File: src/rtl/tmr_pkg.sv
package tmr_pkg;

  typedef enum logic [2:0] {
    M_TC_HI    = 3'd0,
    M_ONESHOT  = 3'd1,
    M_RATE     = 3'd2,
    M_SQUARE   = 3'd3,
    M_STRB_SW  = 3'd4,
    M_STRB_HW  = 3'd5
  } mode_e;

  // codes 6 and 7 fold onto the periodic modes
  function automatic mode_e norm_mode(input logic [2:0] code);
    if (code[2:1] == 2'b11) return mode_e'({1'b0, code[1:0]});
    else                    return mode_e'(code);
  endfunction

  function automatic logic is_hw_trig(input mode_e m);
    return (m == M_ONESHOT) || (m == M_STRB_HW);
  endfunction

  function automatic logic is_single_step(input mode_e m);
    return (m == M_TC_HI) || (m == M_ONESHOT) || (m == M_STRB_SW) || (m == M_STRB_HW);
  endfunction

endpackage

File: src/rtl/tmr_rst_sync.sv
module tmr_rst_sync (
  input  logic clk,
  input  logic rst_n,
  output logic rst_sync_n
);
  logic [1:0] sync_q;

  always_ff @(posedge clk or negedge rst_n) begin
    if (!rst_n) sync_q <= 2'b00;
    else        sync_q <= {sync_q[0], 1'b1};
  end

  assign rst_sync_n = sync_q[1];
endmodule

File: src/rtl/tmr_gate_edge.sv
module tmr_gate_edge (
  input  logic clk,
  input  logic rst_n,
  input  logic gate_i,
  output logic rise_o
);
  logic gate_q;

  always_ff @(posedge clk or negedge rst_n) begin
    if (!rst_n) gate_q <= 1'b0;
    else        gate_q <= gate_i;
  end

  assign rise_o = gate_i & ~gate_q;
endmodule

File: src/rtl/tmr_step.sv
module tmr_step
  import tmr_pkg::*;
#(
  parameter int CW = 16
) (
  input  mode_e          mode_i,
  input  logic [CW-1:0]  cnt_i,
  input  logic [CW-1:0]  reload_i,
  input  logic           out_i,
  output logic [CW-1:0]  cnt_nx_o,
  output logic           hit_zero_o,
  output logic           reload_now_o
);
  localparam logic [CW-1:0] ONE = CW'(1);
  localparam logic [CW-1:0] TWO = CW'(2);

  logic [CW-1:0] half_hi;
  logic [CW-1:0] half_lo;

  // odd counts put the extra tick in the high half
  assign half_hi = reload_i + CW'(reload_i[0]);
  assign half_lo = {reload_i[CW-1:1], 1'b0};

  always_comb begin
    cnt_nx_o     = cnt_i - ONE;
    hit_zero_o   = 1'b0;
    reload_now_o = 1'b0;
    case (mode_i)
      M_RATE: begin
        if (cnt_i == ONE) begin
          cnt_nx_o     = reload_i;
          reload_now_o = 1'b1;
        end
      end
      M_SQUARE: begin
        if (cnt_i == TWO) begin
          reload_now_o = 1'b1;
          cnt_nx_o     = out_i ? half_lo : half_hi;
        end else begin
          cnt_nx_o = cnt_i - TWO;
        end
      end
      default: hit_zero_o = (cnt_i == ONE);
    endcase
  end
endmodule

File: src/rtl/tmr_out.sv
module tmr_out
  import tmr_pkg::*;
(
  input  logic  clk,
  input  logic  rst_n,
  input  mode_e mode_i,
  input  mode_e mode_new_i,
  input  logic  mode_wr_i,
  input  logic  cnt_wr_i,
  input  logic  trig_i,
  input  logic  adv_i,
  input  logic  hit_zero_i,
  input  logic  fired_i,
  input  logic  reload_now_i,
  output logic  out_o
);
  logic out_q, out_nx;

  always_comb begin
    out_nx = out_q;
    if (mode_wr_i)      out_nx = (mode_new_i != M_TC_HI);
    else if (cnt_wr_i)  out_nx = (mode_i != M_TC_HI);
    else if (trig_i)    out_nx = (mode_i != M_ONESHOT);
    else if (adv_i) begin
      case (mode_i)
        M_TC_HI, M_ONESHOT: if (hit_zero_i) out_nx = 1'b1;
        M_RATE:             out_nx = ~reload_now_i;
        M_SQUARE:           if (reload_now_i) out_nx = ~out_q;
        default:            out_nx = ~(hit_zero_i & ~fired_i);
      endcase
    end
  end

  always_ff @(posedge clk or negedge rst_n) begin
    if (!rst_n) out_q <= 1'b0;
    else        out_q <= out_nx;
  end

  assign out_o = out_q;

  // once high in mode 0, stays high until a new write
  p_tc_hold_r5: assert property (@(posedge clk) disable iff (!rst_n)
    (mode_i == M_TC_HI && out_q && !mode_wr_i && !cnt_wr_i) |=> out_q);

  // strobe low lasts until the next tick only
  p_strobe_width_r9: assert property (@(posedge clk) disable iff (!rst_n)
    ((mode_i == M_STRB_SW || mode_i == M_STRB_HW) && !out_q && adv_i
     && !mode_wr_i && !cnt_wr_i && !trig_i) |=> out_q);
endmodule

File: src/rtl/tmr_chan.sv
module tmr_chan
  import tmr_pkg::*;
#(
  parameter int CW = 16,
  parameter int MW = 3
) (
  input  logic          clk,
  input  logic          rst_n,
  input  logic          tick_i,
  input  logic          gate_i,
  input  logic          mode_wr_i,
  input  logic [MW-1:0] mode_val_i,
  input  logic          cnt_wr_i,
  input  logic [CW-1:0] cnt_val_i,
  output logic [CW-1:0] count_o,
  output logic          out_o
);
  logic rst_q_n;
  logic rise;

  mode_e         mode_q, mode_nx, mode_new;
  logic [CW-1:0] cnt_q, cnt_nx, reload_q, reload_nx;
  logic          loaded_q, loaded_nx;
  logic          armed_q, armed_nx;
  logic          fired_q, fired_nx;

  logic [CW-1:0] step_cnt;
  logic          hit_zero, reload_now;
  logic          gate_ok, adv, trig, out_w;
  logic [CW-1:0] load_hi;

  tmr_rst_sync u_rst (.clk(clk), .rst_n(rst_n), .rst_sync_n(rst_q_n));

  tmr_gate_edge u_edge (.clk(clk), .rst_n(rst_q_n), .gate_i(gate_i), .rise_o(rise));

  tmr_step #(.CW(CW)) u_step (
    .mode_i(mode_q), .cnt_i(cnt_q), .reload_i(reload_q), .out_i(out_w),
    .cnt_nx_o(step_cnt), .hit_zero_o(hit_zero), .reload_now_o(reload_now)
  );

  assign mode_new = norm_mode(mode_val_i);
  assign gate_ok  = is_hw_trig(mode_q) ? armed_q : gate_i;
  assign adv      = tick_i & loaded_q & gate_ok;
  assign trig     = rise & loaded_q & (mode_q != M_TC_HI) & (mode_q != M_STRB_SW)
                    & ~cnt_wr_i & ~mode_wr_i;

  always_comb begin
    mode_nx   = mode_q;
    cnt_nx    = cnt_q;
    reload_nx = reload_q;
    loaded_nx = loaded_q;
    armed_nx  = armed_q;
    fired_nx  = fired_q;
    load_hi   = cnt_val_i + CW'(cnt_val_i[0]);
    if (mode_wr_i) begin
      mode_nx   = mode_new;
      loaded_nx = 1'b0;
      armed_nx  = 1'b0;
      fired_nx  = 1'b0;
    end else if (cnt_wr_i) begin
      reload_nx = cnt_val_i;
      cnt_nx    = (mode_q == M_SQUARE) ? load_hi : cnt_val_i;
      loaded_nx = 1'b1;
      armed_nx  = 1'b0;
      fired_nx  = 1'b0;
    end else if (trig) begin
      cnt_nx   = (mode_q == M_SQUARE) ? reload_q + CW'(reload_q[0]) : reload_q;
      armed_nx = 1'b1;
      fired_nx = 1'b0;
    end else if (adv) begin
      cnt_nx = step_cnt;
      if (hit_zero) fired_nx = 1'b1;
    end
  end

  always_ff @(posedge clk or negedge rst_q_n) begin
    if (!rst_q_n) begin
      mode_q   <= M_TC_HI;
      cnt_q    <= '0;
      reload_q <= '0;
      loaded_q <= 1'b0;
      armed_q  <= 1'b0;
      fired_q  <= 1'b0;
    end else begin
      mode_q   <= mode_nx;
      cnt_q    <= cnt_nx;
      reload_q <= reload_nx;
      loaded_q <= loaded_nx;
      armed_q  <= armed_nx;
      fired_q  <= fired_nx;
    end
  end

  tmr_out u_out (
    .clk(clk), .rst_n(rst_q_n), .mode_i(mode_q), .mode_new_i(mode_new),
    .mode_wr_i(mode_wr_i), .cnt_wr_i(cnt_wr_i), .trig_i(trig), .adv_i(adv),
    .hit_zero_i(hit_zero), .fired_i(fired_q), .reload_now_i(reload_now),
    .out_o(out_w)
  );

  assign count_o = cnt_q;
  assign out_o   = out_w;

  // nothing moves before the first load
  p_idle_r1: assert property (@(posedge clk) disable iff (!rst_q_n)
    (!loaded_q && !cnt_wr_i) |=> $stable(cnt_q));

  // a load shows up in the next cycle
  p_load_r2: assert property (@(posedge clk) disable iff (!rst_q_n)
    (cnt_wr_i && !mode_wr_i && mode_q != M_SQUARE) |=> (cnt_q == $past(cnt_val_i)));

  // single-step modes wrap instead of reloading
  p_wrap_r4: assert property (@(posedge clk) disable iff (!rst_q_n)
    (adv && is_single_step(mode_q) && cnt_q == '0 && !cnt_wr_i && !mode_wr_i && !trig)
    |=> (cnt_q == '1));

  // square-wave count stays even
  p_sq_even_r8: assert property (@(posedge clk) disable iff (!rst_q_n)
    (loaded_q && mode_q == M_SQUARE) |-> !cnt_q[0]);

  // no tick, no motion
  p_tick_hold_r13: assert property (@(posedge clk) disable iff (!rst_q_n)
    (!tick_i && !cnt_wr_i && !trig) |=> $stable(cnt_q));
endmodule

File: config.mk
export PLATFORM = sky130hd
export DESIGN_NAME = tmr_chan
export DESIGN_NICKNAME = d
export VERILOG_FILES = /design/src/rtl/tmr_pkg.sv /design/src/rtl/tmr_rst_sync.sv /design/src/rtl/tmr_gate_edge.sv /design/src/rtl/tmr_step.sv /design/src/rtl/tmr_out.sv /design/src/rtl/tmr_chan.sv
export SDC_FILE = /design/constraint.sdc
export NUM_CORES = 1
export LEC_CHECK = 0
export CORE_MARGIN = 1.5
export CORE_UTILIZATION = 60
export CTS_CLUSTER_SIZE = 20
export DETAILED_ROUTE_END_ITERATION = 8
export DONT_BUFFER_PORTS = 1
export HOLD_SLACK_MARGIN = 0.1
export PLACE_DENSITY = 0.84
export SLEW_MARGIN = 20
export SYNTH_ARGS = -nofsm -noshare
export SYNTH_HDL_FRONTEND = slang
export SYNTH_SLANG_ARGS = --single-unit
File: constraint.sdc
create_clock -name clk -period 3.2 [get_ports clk]
set_input_delay 0.8 -clock clk [delete_from_list [all_inputs] [get_ports clk]]
set_output_delay 0.8 -clock clk [all_outputs]
set_load 0.02 [all_outputs]
==> out/results.md, run 1 <==
| Item | Value | Unit |
|:---|:---|:---|
| Count of final setup violators | 0 | - |
| Routed wire length per instance | 20.7 | microns |
| Standard-cell rows | 29 | - |
| Maximum number of pins on one net before global-route repair | 22 | - |
| Reg2Reg Setup Slack | 0.39 | ns |
| Count of H-tree levels built during CTS | 2 | - |
| Ratio of cells with drive above 1 in the final layout | 13.6 | % |
| Vias after detailed routing | 4,007 | - |
| Initial drt markers | 693 | - |
| Area grow syn2layout | 5.26 | % |
| Routability congestion estimate from global placement | 1.01 | - |
| Power share of the sequential group | 41.0 | % |
| MaxCap Viol Count | 0 | - |
| Final period demand of the worst path | 2.81 | ns |
| Setup repair bufs after CTS | 0 | - |
| Initial Util | 62.2 | % |
| Power share of the combinational group | 36.0 | % |
| Run status | completed | - |
| Number of antenna violations at the first check in global routing | 0 | - |
| Most common cell after layout, fill and taps aside | nand2_1 | - |
| Critical path origin | count_o[1]$_DFFE_PN0P_ | - |
| Post-Syn Area per Cell | 7.97 | sq um |
| Number of antenna diodes | 0 | - |
| Warnings, synthesis | 0 | - |
| Number of cells on the worst reg-to-reg path | 9 | - |
| F_max | 0.356 | GHz |
| Startpoint type of the worst setup path | flop | - |
| Post-Route Skew | 0.00798 | ns |
| Power density cells | 452 | nW/um^2 |
| Leading cell types in the layout, fill and taps excluded | nand2_1 (56), dfrtp_1 (42), nor2_1 (38) | - |
| Count of nets left with antenna violations after detail routing | 0 | - |
| Fraction of power spent switching nets | 40.6 | % |
| Cells resized by post-CTS repair | 0 | - |
| Static Leak | 0.00155 | uW |
| Worst Path Max Fanout | 7 | - |
| Count of buffers from port buffering | 0 | - |
| Setup TNS after final layout | 0 | ns |
| Number of optimization iterations in the first detailed-route pass | 6 | - |
| Root cell of the clock tree | clkbuf_8 | - |
| Wire length of the first global-routing pass | 19.3 | mm |
| Clock tree from TritonCTS | done | - |
| Unrepaired setup endpoints after global routing | no | - |
| CTS Sinks | 42 | - |
| Cell-internal power | 1120 | uW |
| Ys async rst share | 100 | % |
| Worst-case headroom to the max-slew limit | 37.2 | % |
| Min-Delay Path Class | input port to asynchronous set/reset pin | - |
| Synth Instances | 498 | - |
| Layout net count | 522 | - |
| Maximum number of buffers from clock root to sink | 2 | - |
| Total congestion overflow after global routing | 0 | - |
| Count of state elements after synthesis | 42 | - |
| Hpwl dp | 8.83 | mm |
| Top flip-flop cell by instance count after synthesis | dfrtp_1 | - |
| Die Area | 7110 | sq um |
| Routed wire length | 11.8 | mm |
| Endpoint of the worst-slack reg-to-reg timing path | count_o[11]$_DFFE_PN0P_ | - |
| # IOs | 42 | - |
| Peak VDD IR | 0.265 | mV |
| Post-synth cell types | 74 | - |
| Netlist area before placement | 3970 | sq um |
| Critical Setup Path Class | flop to flop | - |
| Die X | 84.3 | microns |
| Number of flops mapped to enable cells by yosys | 0 | - |
| Arrival time at the worst endpoint | 2.99 | ns |
| Power share of the clock group | 23.0 | % |
| Crit path required time | 3.39 | ns |
| Non-Filler Cell Area, Final | 4180 | sq um |
| Worst skew pair latency | 0.30 | ns |
| Final hold violation count | 0 | - |
| Final Cycle Share | 87.7 | % |
| Sequential-to-total area share from yosys stat | 26.5 | % |
| Detail-routed via count per cell | 7.05 | - |
| Area of the placeable core | 6390 | sq um |
| Global-route total usage across every layer | 33.6 | % |
| Psw | 766 | uW |
| Placed standard-cell area | 4070 | sq um |
| Cts bufs inserted | 5 | - |
| Worst R2R Start | count_o[1]$_DFFE_PN0P_ | - |
| Endpoint kind of the worst setup timing path | flop | - |
| Synthesized netlist net count | 530 | - |
| Number of slew-limit violations in the final report | 0 | - |
| Cts-stage hold buffer count | 0 | - |
| Post-route DRC | 0 | - |
| Height of the chip | 84.3 | microns |
| Vias in the first global route | 3,828 | - |
| Clock-pin slew on the worst setup and hold paths | 0.09 | ns |
| Worst-margin pin slew | 0.941 | ns |
worst max-delay path: stages (launching register included):
cell and delay (ns):
dfrtp_1 0.50, inv_1 0.24, ha_1 0.23, or4b_1 0.56, or2_2 0.37, nor2_1 0.13, xor2_1 0.09, a221oi_1 0.24
o2111ai_1 0.13, a22o_1 0.21
registers in the layout, indices dropped and copies added (netlist names):
name / cells
armed_q: 1
count_o: 16
fired_q: 1
loaded_q: 1
mode_q: 3
reload_q: 16
u_edge.gate_q: 1
u_out.out_o: 1
u_rst.sync_q: 2
cell usage after synthesis, types with 9 or more instances:
| master | number | area (sq um) |
|---|---|---|
| nor2_1 | 38 | 143 |
| buf_2 | 10 | 50.1 |
| nand4_1 | 9 | 56.3 |
| clkbuf_1 | 25 | 93.8 |
| mux2_2 | 19 | 214 |
| nand3_1 | 20 | 100 |
| o21ai_0 | 28 | 140 |
| a21oi_1 | 23 | 115 |
| xor2_1 | 22 | 193 |
| nor3_1 | 17 | 85.1 |
| xnor2_1 | 28 | 245 |
| a31oi_1 | 9 | 56.3 |
| dfrtp_1 | 42 | 1050 |
| nand2_1 | 56 | 210 |
| nor4_1 | 9 | 56.3 |
worst max-delay path by stage:
stage / endpoint / slack (ns) / cells past startpoint
after global routing: count_o[11]$_DFFE_PN0P_ / 0.18 / 9
after global placement: count_o[11]$_DFFE_PN0P_ / 0.50 / 9
final: count_o[11]$_DFFE_PN0P_ / 0.39 / 9
after floorplan: count_o[11]$_DFFE_PN0P_ / 0.65 / 9
after detailed placement: count_o[11]$_DFFE_PN0P_ / 0.42 / 9
after CTS: count_o[11]$_DFFE_PN0P_ / 0.41 / 9
logic make-up after synthesis:
kind of cell,Yosys count,share of synthesized area [%]
AOI/OAI and AO/OA,127,21.4
DFF,42,26.5
buffers and inverters,48,5.42
adders and majority gates,7,2.21
muxes,21,5.89
and+or+nand+nor,202,27.5
xor gates and xnor gates,50,11.0
other,1,0.0945
metrics by stage:
step	hold slack, ns	std cells	total power [uW]	setup WS [ns]	util, %
2_1_floorplan	0.331	498	1260	0.650	-
3_3_place_gp	0.335	560	1420	0.497	63.7
3_5_place_dp	0.338	560	1440	0.420	63.7
4_1_cts	0.182	568	1880	0.409	65.4
5_1_grt	0.179	568	1980	0.183	65.4
6_report	0.190	568	1890	0.395	65.4
power groups by stage:
stage                     logic (uW)  registers (uW)  clock network [uW]
after floorplan                  514             747                   0
after global placement           648             774                   0
after detailed placement         658             779                   0
after CTS                        662             769                 447
after global routing             735             789                 456
final                            679             775                 434
final cells by class:
type / count / area (sq um)
Clock buffer: 5 / 68.8
Clock inverter: 3 / 45.0
Fill cell: 546 / 2210
Inverter: 9 / 33.8
Multi-Input combinational cell: 408 / 2700
Sequential cell: 42 / 1050
Tap cell: 77 / 96.3
Timing Repair Buffer: 24 / 180
layer usage:
| layer | vias up | routed length [microns] | GRT usage (%) |
|---|---|---|---|
| li1 | 1815 | - | - |
| met2 | 286 | 5290 | 52.0 |
| met4 | 0 | 251 | 9.82 |
| met5 | - | 0 | 0 |
| met1 | 1876 | 4830 | 48.6 |
| met3 | 30 | 1400 | 5.70 |
Note: power is estimated with default switching activity, not from simulation.
==> run 2, diff against run 1 <==
--- a/config.mk
+++ b/config.mk
@@ -5,13 +5,16 @@
 export SDC_FILE = /design/constraint.sdc
 export NUM_CORES = 1
 export LEC_CHECK = 0
+export ABC_CLOCK_PERIOD_IN_PS = 3200
+export CELL_PAD_IN_SITES_DETAIL_PLACEMENT = 1
+export CELL_PAD_IN_SITES_GLOBAL_PLACEMENT = 2
 export CORE_MARGIN = 1.5
-export CORE_UTILIZATION = 60
+export CORE_UTILIZATION = 42
 export CTS_CLUSTER_SIZE = 20
 export DETAILED_ROUTE_END_ITERATION = 8
 export DONT_BUFFER_PORTS = 1
 export HOLD_SLACK_MARGIN = 0.1
-export PLACE_DENSITY = 0.84
+export PLACE_DENSITY = 0.95
 export SLEW_MARGIN = 20
 export SYNTH_ARGS = -nofsm -noshare
 export SYNTH_HDL_FRONTEND = slang
==> constraint.sdc (replaced) <==
create_clock -name clk -period 3.2 [get_ports clk]
set_input_delay 0.8 -clock clk [delete_from_list [all_inputs] [get_ports clk]]
set_output_delay 0.8 -clock clk [all_outputs]
set_load 0.01 [all_outputs]
==> run 2 against run 1 <==
  * Sequential share of layout area rose by 0.34 points
  * Core utilization shrank 21 points
  * Clock power decreased by 18%
  * Critical path depth is the same
  * Clock skew shrank 0.0021 ns
  * Critical path type unchanged
  * Routed wire length up 19%
  * Combinational power decreased by 15%
  * Count of clock-buffer cells in the layout increased by 3
  * Sequential cell count unchanged
==> out/results.md, run 2 (synthesized netlist as in run 1, its figures left out) <==
| Item | Value | Unit |
|:---|:---|:---|
| F_max | 0.338 | GHz |
| Area grow syn2layout | 4.00 | % |
| Clock-pin slew on the worst setup and hold paths | 0.09 | ns |
| Final period demand of the worst path | 2.96 | ns |
| Critical Setup Path Class | flop to flop | - |
| Setup TNS after final layout | 0 | ns |
| Count of nets left with antenna violations after detail routing | 0 | - |
| Endpoint kind of the worst setup timing path | flop | - |
| Leading cell types in the layout, fill and taps excluded | nand2_1 (56), dfrtp_1 (41), nor2_1 (38) | - |
| Vias after detailed routing | 3,929 | - |
| Count of buffers from port buffering | 0 | - |
| Most common cell after layout, fill and taps aside | nand2_1 | - |
| Placed standard-cell area | 4050 | sq um |
| Static Leak | 0.00150 | uW |
| Clock tree from TritonCTS | done | - |
| Cells resized by post-CTS repair | 0 | - |
| Startpoint type of the worst setup path | flop | - |
| Maximum number of pins on one net before global-route repair | 41 | - |
| Final Cycle Share | 92.4 | % |
| Arrival time at the worst endpoint | 3.15 | ns |
| Number of antenna diodes | 0 | - |
| Maximum number of buffers from clock root to sink | 2 | - |
| Routed wire length per instance | 23.6 | microns |
| Detail-routed via count per cell | 6.61 | - |
| Worst-case headroom to the max-slew limit | 34.5 | % |
| Die Area | 10,000 | sq um |
| Post-Route Skew | 0.00589 | ns |
| Global-route total usage across every layer | 28.9 | % |
| Number of slew-limit violations in the final report | 0 | - |
| Unrepaired setup endpoints after global routing | no | - |
| Min-Delay Path Class | input port to asynchronous set/reset pin | - |
| MaxCap Viol Count | 0 | - |
| Initial Util | 43.2 | % |
| Worst Hold Slack | 0.183 | ns |
| Vias in the first global route | 3,901 | - |
| Cts bufs inserted | 5 | - |
| Routability congestion estimate from global placement | 0.910 | - |
| Height of the chip | 100 | microns |
| Setup repair bufs after CTS | 0 | - |
| Worst-margin pin slew | 0.983 | ns |
| Total congestion overflow after global routing | 0 | - |
| Hpwl dp | 10.5 | mm |
| Non-Filler Cell Area, Final | 4130 | sq um |
| Initial drt markers | 427 | - |
| Area of the placeable core | 9200 | sq um |
| Number of optimization iterations in the first detailed-route pass | 5 | - |
| Standard-cell rows | 35 | - |
| Post-layout instance count excluding filler cells | 594 | - |
| Root cell of the clock tree | clkbuf_8 | - |
| Crit path required time | 3.39 | ns |
| Number of antenna violations at the first check in global routing | 0 | - |
| Die X | 100 | microns |
| Cts-stage hold buffer count | 0 | - |
| Post-route DRC | 0 | - |
| # IOs | 42 | - |
| Peak VDD IR | 0.223 | mV |
| Run status | completed | - |
| Wire length of the first global-routing pass | 22.4 | mm |
| Routed wire length | 14.0 | mm |
| CTS Sinks | 42 | - |
| Power density cells | 428 | nW/um^2 |
| Sum of internal, switching and leakage power | 1770 | uW |
| Worst skew pair latency | 0.30 | ns |
| Ratio of cells with drive above 1 in the final layout | 11.8 | % |
| Final hold violation count | 0 | - |
| Count of H-tree levels built during CTS | 2 | - |
| Dpl cells | 586 | - |
| Layout net count | 514 | - |
| Worst Path Max Fanout | 7 | - |
| Count of final setup violators | 0 | - |
[run 2: cell types whose count changed in the layout (fill, tap and decap cells not counted), sizes merged]
cell / before / now
clkinvlp: 2 / 0
clkbuf: 5 / 8
buf: 24 / 16
bufinv: 1 / 0
[run 2: stage by stage]
step                      worst slack, ns  utilization, %
after floorplan                     0.711               -
after global placement              0.472            44.0
after detailed placement            0.268            44.0
after CTS                           0.247            44.9
after global routing               0.0816            44.9
final                               0.244            44.9
[run 2: final cells by class]
| type | count | area (sq um) |
|---|---|---|
| multi-input combinational | 408 | 2700 |
| timing repair buffer | 16 | 120 |
| clock buffer | 8 | 80.1 |
| sequential | 42 | 1050 |
| inverter | 9 | 33.8 |
| tap | 111 | 139 |
| fill | 1146 | 5070 |
[run 2: worst max-delay path, cell delays in order (launching register included)]
cell and delay, ns:
dfrtp_1 0.49, inv_1 0.24, ha_1 0.23, or4b_1 0.56, or2_2 0.37, nor2_1 0.15
xor2_1 0.10, a221oi_1 0.28, o2111ai_1 0.17, a22o_1 0.24
[run 2: worst paths after layout]
| path | cells past startpoint | startpoint | endpoint | slack [ns] |
|---|---|---|---|---|
| worst min register to register | 0 | u_rst.sync_q[0]$_DFF_PN0_ | u_rst.sync_q[1]$_DFF_PN0_ | 0.36 |
| worst max-delay path | 9 | count_o[1]$_DFFE_PN0P_ | count_o[11]$_DFFE_PN0P_ | 0.24 |
| max in group asynchronous | 0 | u_rst.sync_q[1]$_DFF_PN0_ | count_o[3]$_DFFE_PN0P_ | 2.16 |
| min in group clk | 0 | u_rst.sync_q[0]$_DFF_PN0_ | u_rst.sync_q[1]$_DFF_PN0_ | 0.36 |
| worst min-delay path | 0 | rst_n | u_rst.sync_q[1]$_DFF_PN0_ | 0.18 |
| worst max register to register | 9 | count_o[1]$_DFFE_PN0P_ | count_o[11]$_DFFE_PN0P_ | 0.24 |
[run 2: report_power, final]
part | internal (uW) | leakage (uW) | switching, uW | total, uW
registers | 606 | 0.000495 | 227 | 832
logic | 256 | 0.000966 | 321 | 578
clock network | 156 | 0.0000395 | 200 | 356
total | 1020 | 0.00150 | 748 | 1770
[run 2: per-layer routing]
layer,global-route usage [%],up-vias,routed length [microns]
li1,-,1792,-
met1,41.8,1929,6290
met2,44.4,182,6350
met3,4.87,26,1070
met4,7.91,0,290
met5,0,-,0
